## src/rtl/arx_pkg.sv

```systemverilog
package arx_pkg;
  localparam int ARX_DW  = 8;
  localparam int ARX_NF  = 4;
  localparam int FL_RDY  = 0;
  localparam int FL_OVR  = 1;
  localparam int FL_PAR  = 2;
  localparam int FL_FRM  = 3;

  typedef enum logic [2:0] {
    RX_IDLE  = 3'd0,
    RX_START = 3'd1,
    RX_DATA  = 3'd2,
    RX_PAR   = 3'd3,
    RX_STOP  = 3'd4
  } rx_state_e;
endpackage

```

## src/rtl/arx_sync.sv

```systemverilog
module arx_sync #(
  parameter int   STAGES    = 2,
  parameter logic RESET_VAL = 1'b1
) (
  input  logic clk,
  input  logic rst_n,
  input  logic d_i,
  output logic q_o
);
  logic [STAGES-1:0] chain_q;
  logic [STAGES-1:0] chain_d;

  always_comb begin
    chain_d = {chain_q[STAGES-2:0], d_i};
  end

  always_ff @(posedge clk or negedge rst_n) begin
    if (!rst_n) chain_q <= {STAGES{RESET_VAL}};
    else        chain_q <= chain_d;
  end

  assign q_o = chain_q[STAGES-1];
endmodule

```

## src/rtl/arx_frame.sv

```systemverilog
module arx_frame
  import arx_pkg::*;
#(
  parameter int DW  = ARX_DW,
  parameter int OSR = 16
) (
  input  logic          clk,
  input  logic          rst_n,
  input  logic          tick_i,
  input  logic          rx_i,
  input  logic          par_en_i,
  input  logic          par_odd_i,
  input  logic          len7_i,
  output logic          done_o,
  output logic [DW-1:0] byte_o,
  output logic          perr_o,
  output logic          ferr_o
);
  localparam int CW = $clog2(OSR);
  localparam int IW = $clog2(DW);
  localparam logic [CW-1:0] MID  = CW'(OSR/2 - 1);
  localparam logic [CW-1:0] LAST = CW'(OSR - 1);

  rx_state_e     state_q, state_d;
  logic [CW-1:0] cnt_q, cnt_d;
  logic [IW-1:0] idx_q, idx_d;
  logic [DW-1:0] sh_q, sh_d;
  logic          done_q, done_d;
  logic          perr_q, perr_d;
  logic          ferr_q, ferr_d;
  logic [IW-1:0] idx_last;
  logic          at_bit;

  assign idx_last = len7_i ? IW'(DW-2) : IW'(DW-1);
  assign at_bit   = (cnt_q == LAST);

  always_comb begin
    state_d = state_q;
    cnt_d   = cnt_q;
    idx_d   = idx_q;
    sh_d    = sh_q;
    done_d  = 1'b0;
    perr_d  = perr_q;
    ferr_d  = ferr_q;
    if (tick_i) begin
      unique case (state_q)
        RX_IDLE: begin
          if (!rx_i) begin
            state_d = RX_START;
            cnt_d   = '0;
          end
        end
        RX_START: begin
          if (cnt_q == MID) begin
            cnt_d = '0;
            if (rx_i) begin
              state_d = RX_IDLE;
            end else begin
              state_d = RX_DATA;
              idx_d   = '0;
              sh_d    = '0;
              perr_d  = 1'b0;
              ferr_d  = 1'b0;
            end
          end else begin
            cnt_d = cnt_q + 1'b1;
          end
        end
        RX_DATA: begin
          if (at_bit) begin
            cnt_d       = '0;
            sh_d[idx_q] = rx_i;
            if (idx_q == idx_last) state_d = par_en_i ? RX_PAR : RX_STOP;
            else                   idx_d   = idx_q + 1'b1;
          end else begin
            cnt_d = cnt_q + 1'b1;
          end
        end
        RX_PAR: begin
          if (at_bit) begin
            cnt_d   = '0;
            perr_d  = (^sh_q) ^ rx_i ^ par_odd_i;
            state_d = RX_STOP;
          end else begin
            cnt_d = cnt_q + 1'b1;
          end
        end
        RX_STOP: begin
          if (at_bit) begin
            cnt_d   = '0;
            ferr_d  = !rx_i;
            done_d  = 1'b1;
            state_d = RX_IDLE;
          end else begin
            cnt_d = cnt_q + 1'b1;
          end
        end
        default: state_d = RX_IDLE;
      endcase
    end
  end

  always_ff @(posedge clk or negedge rst_n) begin
    if (!rst_n) begin
      state_q <= RX_IDLE;
      cnt_q   <= '0;
      idx_q   <= '0;
      sh_q    <= '0;
      done_q  <= 1'b0;
      perr_q  <= 1'b0;
      ferr_q  <= 1'b0;
    end else begin
      done_q <= done_d;
      if (tick_i) begin
        state_q <= state_d;
        cnt_q   <= cnt_d;
        idx_q   <= idx_d;
        sh_q    <= sh_d;
        perr_q  <= perr_d;
        ferr_q  <= ferr_d;
      end
    end
  end

  assign done_o = done_q;
  assign byte_o = sh_q;
  assign perr_o = perr_q;
  assign ferr_o = ferr_q;

  AST_DONE_PULSE: assert property (@(posedge clk) disable iff (!rst_n)
    done_q |=> !done_q);
endmodule

```

## src/rtl/arx_status.sv

```systemverilog
module arx_status
  import arx_pkg::*;
#(
  parameter int DW = ARX_DW,
  parameter int NF = ARX_NF
) (
  input  logic          clk,
  input  logic          rst_n,
  input  logic          done_i,
  input  logic [DW-1:0] byte_i,
  input  logic          perr_i,
  input  logic          ferr_i,
  input  logic          irq_en_i,
  input  logic          st_rd_i,
  input  logic          fl_wr_i,
  input  logic [NF-1:0] fl_wdata_i,
  output logic [DW-1:0] data_o,
  output logic [NF-1:0] flags_o,
  output logic          irq_rx_o,
  output logic          irq_err_o
);
  logic [DW-1:0] data_q, data_d;
  logic [NF-1:0] flags_q, flags_d;
  logic [NF-1:0] seen_q, seen_d;
  logic [NF-1:0] clr_ok;
  logic          data_en;

  assign clr_ok = {NF{fl_wr_i}} & ~fl_wdata_i & seen_q;

  always_comb begin
    flags_d = flags_q & ~clr_ok;
    data_d  = data_q;
    data_en = 1'b0;
    if (done_i) begin
      if (flags_d[FL_RDY]) begin
        flags_d[FL_OVR] = 1'b1;
      end else begin
        data_d  = byte_i;
        data_en = 1'b1;
        if (perr_i) flags_d[FL_PAR] = 1'b1;
        if (ferr_i) flags_d[FL_FRM] = 1'b1;
        if (!perr_i && !ferr_i) flags_d[FL_RDY] = 1'b1;
      end
    end
    seen_d = (seen_q | (st_rd_i ? flags_q : '0)) & flags_d;
  end

  always_ff @(posedge clk or negedge rst_n) begin
    if (!rst_n) begin
      data_q  <= '0;
      flags_q <= '0;
      seen_q  <= '0;
    end else begin
      if (data_en) data_q <= data_d;
      flags_q <= flags_d;
      seen_q  <= seen_d;
    end
  end

  assign data_o    = data_q;
  assign flags_o   = flags_q;
  assign irq_rx_o  = irq_en_i & flags_q[FL_RDY];
  assign irq_err_o = irq_en_i & (flags_q[FL_OVR] | flags_q[FL_PAR] | flags_q[FL_FRM]);

  AST_OVR_KEEPS_DATA: assert property (@(posedge clk) disable iff (!rst_n)
    (done_i && flags_q[FL_RDY] && !fl_wr_i) |=> ($stable(data_q) && flags_q[FL_RDY] && flags_q[FL_OVR]));
  AST_CLEAN_LOADS: assert property (@(posedge clk) disable iff (!rst_n)
    (done_i && !flags_q[FL_RDY] && !perr_i && !ferr_i) |=> (flags_q[FL_RDY] && data_q == $past(byte_i)));
  AST_NO_BLIND_CLEAR: assert property (@(posedge clk) disable iff (!rst_n)
    (flags_q[FL_RDY] && !seen_q[FL_RDY]) |=> flags_q[FL_RDY]);
  AST_ERR_STICKY: assert property (@(posedge clk) disable iff (!rst_n)
    (flags_q[FL_PAR] && !fl_wr_i) |=> flags_q[FL_PAR]);
endmodule

```

## src/rtl/arx_receiver.sv

```systemverilog
module arx_receiver
  import arx_pkg::*;
#(
  parameter int DW  = ARX_DW,
  parameter int OSR = 16,
  parameter int NF  = ARX_NF
) (
  input  logic          clk,
  input  logic          rst_n,
  input  logic          os_tick,
  input  logic          rxd,
  input  logic          cfg_par_en,
  input  logic          cfg_par_odd,
  input  logic          cfg_len7,
  input  logic          irq_en,
  input  logic          st_rd,
  input  logic          fl_wr,
  input  logic [NF-1:0] fl_wdata,
  output logic [DW-1:0] rx_data,
  output logic [NF-1:0] flags,
  output logic          irq_rx,
  output logic          irq_err
);
  logic [1:0]    rst_chain_q;
  logic          rst_n_s;
  logic          rx_s;
  logic          done;
  logic [DW-1:0] frame_byte;
  logic          perr;
  logic          ferr;

  always_ff @(posedge clk or negedge rst_n) begin
    if (!rst_n) rst_chain_q <= 2'b00;
    else        rst_chain_q <= {rst_chain_q[0], 1'b1};
  end
  assign rst_n_s = rst_chain_q[1];

  arx_sync #(.STAGES(2), .RESET_VAL(1'b1)) u_sync (
    .clk   (clk),
    .rst_n (rst_n_s),
    .d_i   (rxd),
    .q_o   (rx_s)
  );

  arx_frame #(.DW(DW), .OSR(OSR)) u_frame (
    .clk       (clk),
    .rst_n     (rst_n_s),
    .tick_i    (os_tick),
    .rx_i      (rx_s),
    .par_en_i  (cfg_par_en),
    .par_odd_i (cfg_par_odd),
    .len7_i    (cfg_len7),
    .done_o    (done),
    .byte_o    (frame_byte),
    .perr_o    (perr),
    .ferr_o    (ferr)
  );

  arx_status #(.DW(DW), .NF(NF)) u_status (
    .clk        (clk),
    .rst_n      (rst_n_s),
    .done_i     (done),
    .byte_i     (frame_byte),
    .perr_i     (perr),
    .ferr_i     (ferr),
    .irq_en_i   (irq_en),
    .st_rd_i    (st_rd),
    .fl_wr_i    (fl_wr),
    .fl_wdata_i (fl_wdata),
    .data_o     (rx_data),
    .flags_o    (flags),
    .irq_rx_o   (irq_rx),
    .irq_err_o  (irq_err)
  );
endmodule

```

## config.mk

```make
export PLATFORM = sky130hd
export DESIGN_NAME = arx_receiver
export DESIGN_NICKNAME = d
export VERILOG_FILES = /design/src/rtl/arx_pkg.sv /design/src/rtl/arx_sync.sv /design/src/rtl/arx_frame.sv /design/src/rtl/arx_status.sv /design/src/rtl/arx_receiver.sv
export SDC_FILE = /design/constraint.sdc
export NUM_CORES = 1
export LEC_CHECK = 0
export BUFFER_PORTS_ARGS = -buffer_cell sky130_fd_sc_hd__buf_2
export CORE_ASPECT_RATIO = 2
export CORE_UTILIZATION = 40
export CTS_CLUSTER_SIZE = 40
export DETAILED_ROUTE_END_ITERATION = 10
export PLACE_DENSITY_LB_ADDON = 0.15
export SLEW_MARGIN = 40
export SYNTH_ARGS = -nofsm -noshare
export SYNTH_HDL_FRONTEND = slang
export SYNTH_SLANG_ARGS = --single-unit
```

## constraint.sdc

```tcl
create_clock -name clk -period 2.1 [get_ports clk]
set_input_delay 0.42 -clock clk [delete_from_list [all_inputs] [get_ports clk]]
set_output_delay 0.42 -clock clk [all_outputs]
set_load 0.01 [all_outputs]
```

# Word level (Yosys, flattened, before mapping)
# Cells that the tools add are included.
# totals
reg_bits	41
inputBits	14
out_inout_bits	14
wordCells	109
# classes
n_addsub	2
n_lt_le_gt_ge	2
n_eq_ne	15
mux	45
bitwise	14
n_reduce_logical	19
# op_table
op	count
3-bit 2-to-1 mux	11
8-bit 2-to-1 mux	3
4-bit 2-to-1 mux	5
4-bit bitwise AND	4
1-bit 2-to-1 mux	16
8-bit one-hot mux with 2 select lines	1
3-bit one-hot mux with 5 select lines	1
5-bit AND reduction	3
4-bit one-hot mux with 3 select lines	1
2-bit by 1-bit != test with 1-bit output (second input constant)	5
8-bit bitwise mux	1
4-bit inverter	2
8-bit XOR reduction	1
7-bit AND reduction	1
3-bit by 2-bit equality test with 1-bit output (second input constant)	2
2-bit != test (second input constant)	3
3-bit one-hot mux with 2 select lines	1
3-bit AND reduction	2
6-bit AND reduction	1
2-bit nonzero test	3
4-bit by 1-bit adder with 4-bit output (second input constant)	1
4-bit by 3-bit equality test with 1-bit output (second input constant)	1
4-bit equality test (second input constant)	1
3-bit by 4-bit less-than comparator with 1-bit output (second input constant)	1
18 further kinds	26

# Logic depth before layout (Yosys ltp)
# Gate-level depths: netlist of run 1.
# logic_depth
ltp_word	9
ltp_mapped	7
ltp_nobuf	5

# Cells and area by module
# Synthesis of run 1 repeated with hierarchy kept, for this count alone.
# hier_totals
hier_cells	219
area_unflattened_um2	2264.7
# by_module_without_submodules
mod	n_inst	cells_per_inst	area_per_inst_um2
arx_frame	1	156	1436.4
arx_status	1	58	721.9
arx_receiver	1	3	53.8
arx_sync	1	2	52.6

# Worst setup path after synthesis of run 1
# No wires, ideal clock.
# synth_timing
path_kind	register to register
startpoint	reg u_frame.cnt_q[0]
endpoint	reg u_frame.state_q[0]
setup_time_ps	125
t_arrival_ps	1740
t_required_ps	1975
setup_slack_ps	235
stages_incl_launch_ff	7
path_buffers	1
cell_sequence	dfrtp_1 > ha_1 > and3_1 > buf_6 > or3_1 > nand4b_2 > mux2_4
# synth_via
elab_chain_len	3
# synth_rtl
element	line	text
from (decl)	arx_frame.sv:25	logic [CW-1:0] cnt_q, cnt_d;
from (signal assigned)	arx_frame.sv:116	cnt_q <= cnt_d;
4-bit equality test / 4-bit by 3-bit equality test with 1-bit output (equally long branches)	arx_frame.sv:35, arx_frame.sv:54	
2-bit by 1-bit != test with 1-bit output (no line)	--	
7-bit AND reduction (no line) (*)	--	
to (signal assigned)	arx_frame.sv:115	state_q <= state_d;
to (decl)	arx_frame.sv:24	rx_state_e state_q, state_d;
# Mark *: on every way between the ends. The rest lies on a longest branch, timed or not.
# A chain may end at the register's enable or synchronous reset.

# Worst setup path after layout of run 1
# Ends and elaborated chain as after synthesis.

==> results_dict.tcl, run 1 <==
set metrics [dict create \
    max_stage_delay_ns 0.42 \
    pwr-share-clk_pct 23.9 \
    vias 1612 \
    start_util_pct 41.2 \
    postCtsSetupBuffers 0 \
    die-height_microns 107 \
    grt_use_total_pct 17.7 \
    ys.flop_type "dfrtp_1" \
    min_to "u_sync.chain_q[0]$_DFF_PN1_" \
    hp-class "input pin to register" \
    slowest_stage "dfrtp_1" \
    cts_sinks 41 \
    power_frac_comb_pct 30.1 \
    status "finished clean" \
    grt_antenna_before_repair 0 \
    min_period_ns 1.91 \
    path_delay_family "simple AND/OR/NAND/NOR gates" \
    setup_violations 0 \
    clock_skew_ns 0.00698 \
    min_period_over_period_pct 91.0 \
    place_congestion 0.810 \
    hold_start "rxd" \
    regArea_sq_mm 0.00103 \
    syn_to_final_growth_pct 13.4 \
    gr-total-overflow 0 \
    nFillCells 546 \
    ys_warn_count 0 \
    slew-limit-headroom_pct 61.6 \
    ir_drop_uv 709 \
    reg2reg_from "u_frame.cnt_q[0]$_DFFE_PN0P_" \
    fin_nets 248 \
    grt_pass1_vias 1567 \
    maxCapViolCount 0 \
    yosys.area.top_type "dfrtp_1" \
    clkTransAtPathRegs_ns 0.08 \
    pwr-share-seq_pct 45.9 \
    p_per_area_mw_per_mm2 849 \
    die_area_sq_mm 0.00586 \
    placed_area_sq_mm 0.00241 \
    fin_area_sq_mm 0.00251 \
    synth_area_sq_mm 0.00221 \
    synth_common_cells "dfrtp_1, a21oi_1, o31ai_1" \
    drive_above_1_share_pct 32.6 \
    drc 0 \
    hpwl_mm 3.48 \
    hold_violations 0 \
    ys_seq_elements 41 \
    insertion_delay_ns 0.29 \
    rsz0062_at_grt "no" \
    cts_tree "built" \
    synthCells 199 \
    crit_path_max_fanout 7 \
    finalMaxSlewViolations 0 \
    yosysMostFrequentCell "dfrtp_1" \
    swShare_pct 35.6 \
    grt_max_degree 40 \
    numCtsBuffers 5 \
    start_kind "register" \
    wl_per_cell_microns 15.9 \
    routed_wl_mm 4.66 \
    viasPerCell 5.50 \
    htreeDepth 2 \
    async_flop_share_pct 100 \
    power_leakage_nw 1.20 \
    tightest_slew_ns 0.576 \
    cts-root-buf "clkbuf_8" \
    clk_path_buf_depth 2 \
    end_kind "register" \
    path_class "register to register" \
    fmax_mhz 523 \
    multiInputGateArea_sq_mm 0.00107 \
    r2r_end "u_frame.state_q[0]$_DFFE_PN0P_" \
    ys_seq_area_share_pct 46.4 \
    hold_path_depth 1 \
    synth_edf_count 0 \
    switching_power_mw 0.759 \
    avgSynthCellArea_sq_um 11.1 \
    grt_pass1_wl_mm 7.52 \
    crit_required_ns 2.28 \
    tns_ns 0 \
    drt_iter0_markers 29 \
    drt_first_pass_iters 4 \
    core_sq_mm 0.00537 \
    worst-r2r-setup-slack_ns 0.19 \
    synth_cell_types 58 \
    antenna_cells 0 \
    crit_arrival_ns 2.09 \
    die_x_microns 54.6 \
    crit_chain "ha_1 -> and3_1 -> or3_1 -> nand4b_2 -> mux2_4" \
    synth_top_area_share_pct 44.1 \
    syn_nets 215 \
    reg2regPathDepth 5 \
    synthTopCellsByArea "dfrtp_1, mux2_2, xnor2_1" \
    port_buffers 27 \
    ioPinCount 28 \
    worst-path-buf-inv 0 \
    rows 38 \
    intPower_mw 1.37 \
    postRouteAntennaNets 0 \
]
-- metrics by stage --
stage | cells | worst slack, ns | power (mW) | hold WS [ns] | util [%]
2_1_floorplan | 199 | 0.235 | 1.48 | 0.124 | -
3_3_place_gp | 284 | 0.240 | 1.63 | 0.205 | 44.9
3_5_place_dp | 284 | 0.210 | 1.64 | 0.206 | 44.9
4_1_cts | 293 | 0.195 | 2.16 | 0.212 | 46.7
5_1_grt | 293 | 0.0753 | 2.28 | 0.209 | 46.7
6_report | 293 | 0.189 | 2.13 | 0.220 | 46.7
-- power by group through the flow --
stage / registers, mW / clock network (mW) / logic (mW)
final: 0.980 / 0.510 / 0.642
after global routing: 0.995 / 0.565 / 0.717
after CTS: 0.975 / 0.532 / 0.649
after detailed placement: 0.991 / 0 / 0.645
after global placement: 0.989 / 0 / 0.639
after floorplan: 0.934 / 0 / 0.546
-- sequential cells by signal, indices dropped and copies added, names as in the netlist, 2 cells and up --
signal,count
u_frame.byte_o,8
u_status.data_o,8
u_frame.cnt_q,4
u_status.flags_o,4
u_status.seen_q,4
u_frame.idx_q,3
u_frame.state_q,3
rst_chain_q,2
u_sync.chain_q,2
-- timing repair --
item | in CTS | in global routing
hold endpoints to repair | 2 | 0
hold buffers | 1 | 0
gates resized for setup | 0 | 0
-- layer usage --
| metal | global-route usage, % | vias to the layer above | routed length (microns) |
|---|---|---|---|
| li1 | - | 793 | - |
| met1 | 19.5 | 788 | 1860 |
| met2 | 31.8 | 26 | 2630 |
| met3 | 2.70 | 5 | 102 |
| met4 | 6.04 | 0 | 63 |
| met5 | 0 | - | 0 |
-- cell type report --
cell class	count	share of cell area [%]
clock inverters	3	0.698
well taps	60	2.99
inverters	8	1.20
clock buffers	5	2.74
flip-flops and latches	41	41.0
repair buffers	38	8.77
multi-input cells	138	42.7
-- layout by cell type, fill, tap and decap left out, drive strengths merged, types with 2 or more instances in the layout --
| master | Yosys | final |
|---|---|---|
| dfrtp | 39 | 39 |
| buf | 10 | 37 |
| o21ai | 12 | 12 |
| o31ai | 11 | 11 |
| a21oi | 10 | 10 |
| mux2 | 9 | 9 |
| inv | 8 | 8 |
| xnor2 | 8 | 8 |
| nand2 | 7 | 7 |
| nand3b | 6 | 6 |
| nand3 | 6 | 6 |
| nor2 | 5 | 5 |
| and2 | 5 | 5 |
| a31oi | 5 | 5 |
| clkbuf | 2 | 5 |
| a21o | 4 | 4 |
| mux2i | 4 | 4 |
| o21a | 4 | 4 |
| nor3 | 4 | 4 |
| nor3b | 4 | 4 |
| a22o | 3 | 3 |
| and3 | 3 | 3 |
| a211oi | 2 | 2 |
| nand4 | 2 | 2 |
| nand2b | 2 | 2 |
| ha | 2 | 2 |
| clkinv | 0 | 2 |
| dfstp | 2 | 2 |
-- worst max-delay path by stage --
stage	to	slack, ns	startpoint	cells past startpoint
final	u_frame.state_q[0]$_DFFE_PN0P_	0.19	u_frame.cnt_q[0]$_DFFE_PN0P_	5
after CTS	u_frame.state_q[0]$_DFFE_PN0P_	0.20	u_frame.cnt_q[0]$_DFFE_PN0P_	5
after detailed placement	u_frame.state_q[0]$_DFFE_PN0P_	0.21	u_frame.cnt_q[0]$_DFFE_PN0P_	5
after global routing	u_frame.idx_q[2]$_DFFE_PN0P_	0.08	u_frame.cnt_q[0]$_DFFE_PN0P_	5
after floorplan	u_frame.state_q[0]$_DFFE_PN0P_	0.24	u_frame.cnt_q[0]$_DFFE_PN0P_	6
after global placement	u_frame.state_q[0]$_DFFE_PN0P_	0.24	u_frame.cnt_q[0]$_DFFE_PN0P_	5
-- cell families after synthesis --
| kind of cell | after synthesis | synth area share (%) |
|---|---|---|
| xor gates and xnor gates | 10 | 4.58 |
| and+or+nand+nor | 51 | 16.2 |
| DFF | 41 | 46.4 |
| AOI/OAI and AO/OA | 61 | 19.8 |
| adders and majority gates | 2 | 1.13 |
| muxes | 13 | 6.55 |
| buffers and inverters | 20 | 5.20 |
| other | 1 | 0.169 |
No activity file was read; power rests on OpenSTA's default activity.
==> run 2, diff against run 1 <==
Settings changed: REMOVE_ABC_BUFFERS from default to 1, SYNTH_HIERARCHICAL from default to 1.
==> run 2 against run 1 <==
Compared with the run above:
- register-to-register slack improved by 0.12 ns
- first-iteration DRC count increased by 21%
- clock power increased by 29%
- non-clock buffer count decreased by 3
- sequential share of layout area decreased by 1.2 points
- worst setup slack improved by 0.12 ns
- clock skew decreased by 0.0021 ns
- global-route usage decreased by 0.88 points
- final cell count increased by 5.1%
- critical path type unchanged
- critical endpoint is now u_frame/byte_o[6]$_DFFE_PN0P_
- largest power group unchanged
==> results_dict.tcl, run 2 <==
set metrics [dict create \
    ir_drop_uv 521 \
    postRouteAntennaNets 0 \
    grt_pass1_vias 1711 \
    end_kind "register" \
    hold_ws_ns 0.228 \
    drt_first_pass_iters 4 \
    hpwl_mm 3.44 \
    grt_use_total_pct 16.8 \
    pwr-share-seq_pct 44.7 \
    drive_above_1_share_pct 26.6 \
    vias 1748 \
    cts-root-buf "clkbuf_8" \
    synth_area_sq_mm 0.00226 \
    crit_path_max_fanout 10 \
    start_util_pct 41.8 \
    synth_common_cells "dfrtp_1, o21ai_0, nand2_1" \
    clk_path_buf_depth 2 \
    gr-total-overflow 0 \
    async_flop_share_pct 100 \
    synth_cell_types 60 \
    p_per_area_mw_per_mm2 889 \
    final_common_cell "dfrtp_1" \
    tns_ns 0 \
    yosysMostFrequentCell "dfrtp_1" \
    antenna_cells 0 \
    drc 0 \
    setup_violations 0 \
    power_leakage_nw 1.18 \
    power_frac_comb_pct 26.8 \
    worst-r2r-setup-slack_ns 0.31 \
    hold_violations 0 \
    cts_sinks 41 \
    ys_seq_area_share_pct 45.4 \
    cts_tree "built" \
    die_area_sq_mm 0.00598 \
    switching_power_mw 0.745 \
    die-height_microns 108 \
    synthTopCellsByArea "dfrtp_1, o21ai_0, mux2_2" \
    status "finished clean" \
    ys_seq_elements 41 \
    rsz0062_at_grt "no" \
    swShare_pct 32.4 \
    final_cell_mix "dfrtp_1, buf_2, o21ai_0, nand2_1, inv_1" \
    syn_to_final_growth_pct 14.3 \
    crit_required_ns 2.25 \
    tightest_slew_ns 0.672 \
    path_class "register to register" \
    synth_edf_count 0 \
    yosys.area.top_type "dfrtp_1" \
    hp-class "input pin to register" \
    wl_per_cell_microns 15.2 \
    insertion_delay_ns 0.28 \
    avgSynthCellArea_sq_um 10.3 \
    place_congestion 0.767 \
    grt_max_degree 40 \
    rows 38 \
    ioPinCount 28 \
    ys_warn_count 6 \
    clkTransAtPathRegs_ns 0.08 \
    grt_antenna_before_repair 0 \
    intPower_mw 1.56 \
    pwr-share-clk_pct 28.6 \
    fin_nets 263 \
    clock_skew_ns 0.00486 \
    numCtsBuffers 5 \
    min_period_over_period_pct 85.0 \
    cts_hold_buf 1 \
    die_x_microns 55.2 \
    viasPerCell 5.68 \
    routed_wl_mm 4.68 \
    port_buffers 27 \
    finalMaxSlewViolations 0 \
    grt_pass1_wl_mm 8.08 \
    start_kind "register" \
    synth_top_area_share_pct 43.1 \
    core_sq_mm 0.00542 \
    postCtsSetupBuffers 0 \
    min_period_ns 1.79 \
    maxCapViolCount 0 \
    slew-limit-headroom_pct 55.0 \
    ys.flop_type "dfrtp_1" \
    crit_arrival_ns 1.93 \
    htreeDepth 2 \
    fmax_mhz 560 \
    drt_iter0_markers 35 \
    synthCells 219 \
    post_cts_resized 0 \
]
-- run 2: changes by cell type after synthesis, sizes merged, moves of 5 or more --
| cell | change |
|---|---|
| o21ai | +11 |
| o211ai | +5 |
| o31ai | -6 |
| clkbuf | +5 |
| nand2 | +8 |
-- run 2: final cells by class --
cell class / count / area [sq um]
Clock inverter: 2 / 37.5
Tap cell: 60 / 75.1
Inverter: 10 / 37.5
Timing Repair Buffer: 35 / 198
Fill cell: 531 / 2830
Multi-Input combinational cell: 154 / 1130
Clock buffer: 6 / 82.6
Sequential cell: 41 / 1030
-- run 2: worst paths after layout --
path	start	end	cells after the start
setup / recovery	u_frame/cnt_q[0]$_DFFE_PN0P_	u_frame/byte_o[6]$_DFFE_PN0P_	5
hold / removal	rxd	u_sync/chain_q[0]$_DFF_PN1_	1
setup reg to reg	u_frame/cnt_q[0]$_DFFE_PN0P_	u_frame/byte_o[6]$_DFFE_PN0P_	5
hold reg to reg	rst_chain_q[1]$_DFF_PN0_	u_status/flags_o[3]$_DFF_PN0_	1
max in group asynchronous	rst_chain_q[1]$_DFF_PN0_	u_sync/chain_q[0]$_DFF_PN1_	1
min in group asynchronous	rst_chain_q[1]$_DFF_PN0_	u_status/flags_o[3]$_DFF_PN0_	1
-- run 2: power by group through the flow --
| stage | logic, mW | clock network (mW) | registers (mW) |
|---|---|---|---|
| after detailed placement | 0.617 | 0 | 1.04 |
| after global routing | 0.679 | 0.708 | 1.05 |
| after CTS | 0.621 | 0.691 | 1.03 |
| final | 0.615 | 0.657 | 1.03 |
| after floorplan | 0.395 | 0 | 1.06 |
| after global placement | 0.613 | 0 | 1.04 |
-- run 2: kinds of logic after synthesis --
logic type | after synthesis | synth area share (%)
compound gates | 70 | 22.2
xor+xnor | 9 | 4.09
fa+ha+maj | 2 | 1.10
buf+inv | 24 | 4.75
flops | 41 | 45.4
mux | 13 | 6.41
other cells | 1 | 0.166
simple gates | 59 | 15.9
-- run 2: metrics by stage --
step	total power, mW	setup slack, ns	std cells	area (sq um)	util [%]
after CTS	2.34	0.322	308	2590	47.7
after detailed placement	1.66	0.340	299	2460	45.3
final	2.30	0.314	308	2590	47.7
after floorplan	1.46	0.319	205	2190	-
after global routing	2.43	0.106	308	2590	47.7
after global placement	1.65	0.341	299	2460	45.3
-- run 2: per-layer routing --
metal	routed length [microns]	share of wire (%)	up-vias	track usage, %
met3	115	2.5	2	2.51
met4	31	0.66	0	5.36
met5	0	0	-	0
li1	-	-	860	-
met2	2600	56	28	32.9
met1	1930	41	858	18.0
-- run 2: worst max-delay path, cell delays in order, from the launching register on --
cell	delay (ns)
dfrtp_1	0.39
ha_1	0.30
and3_1	0.30
o211ai_1	0.31
o21ai_0	0.26
o31ai_1	0.09
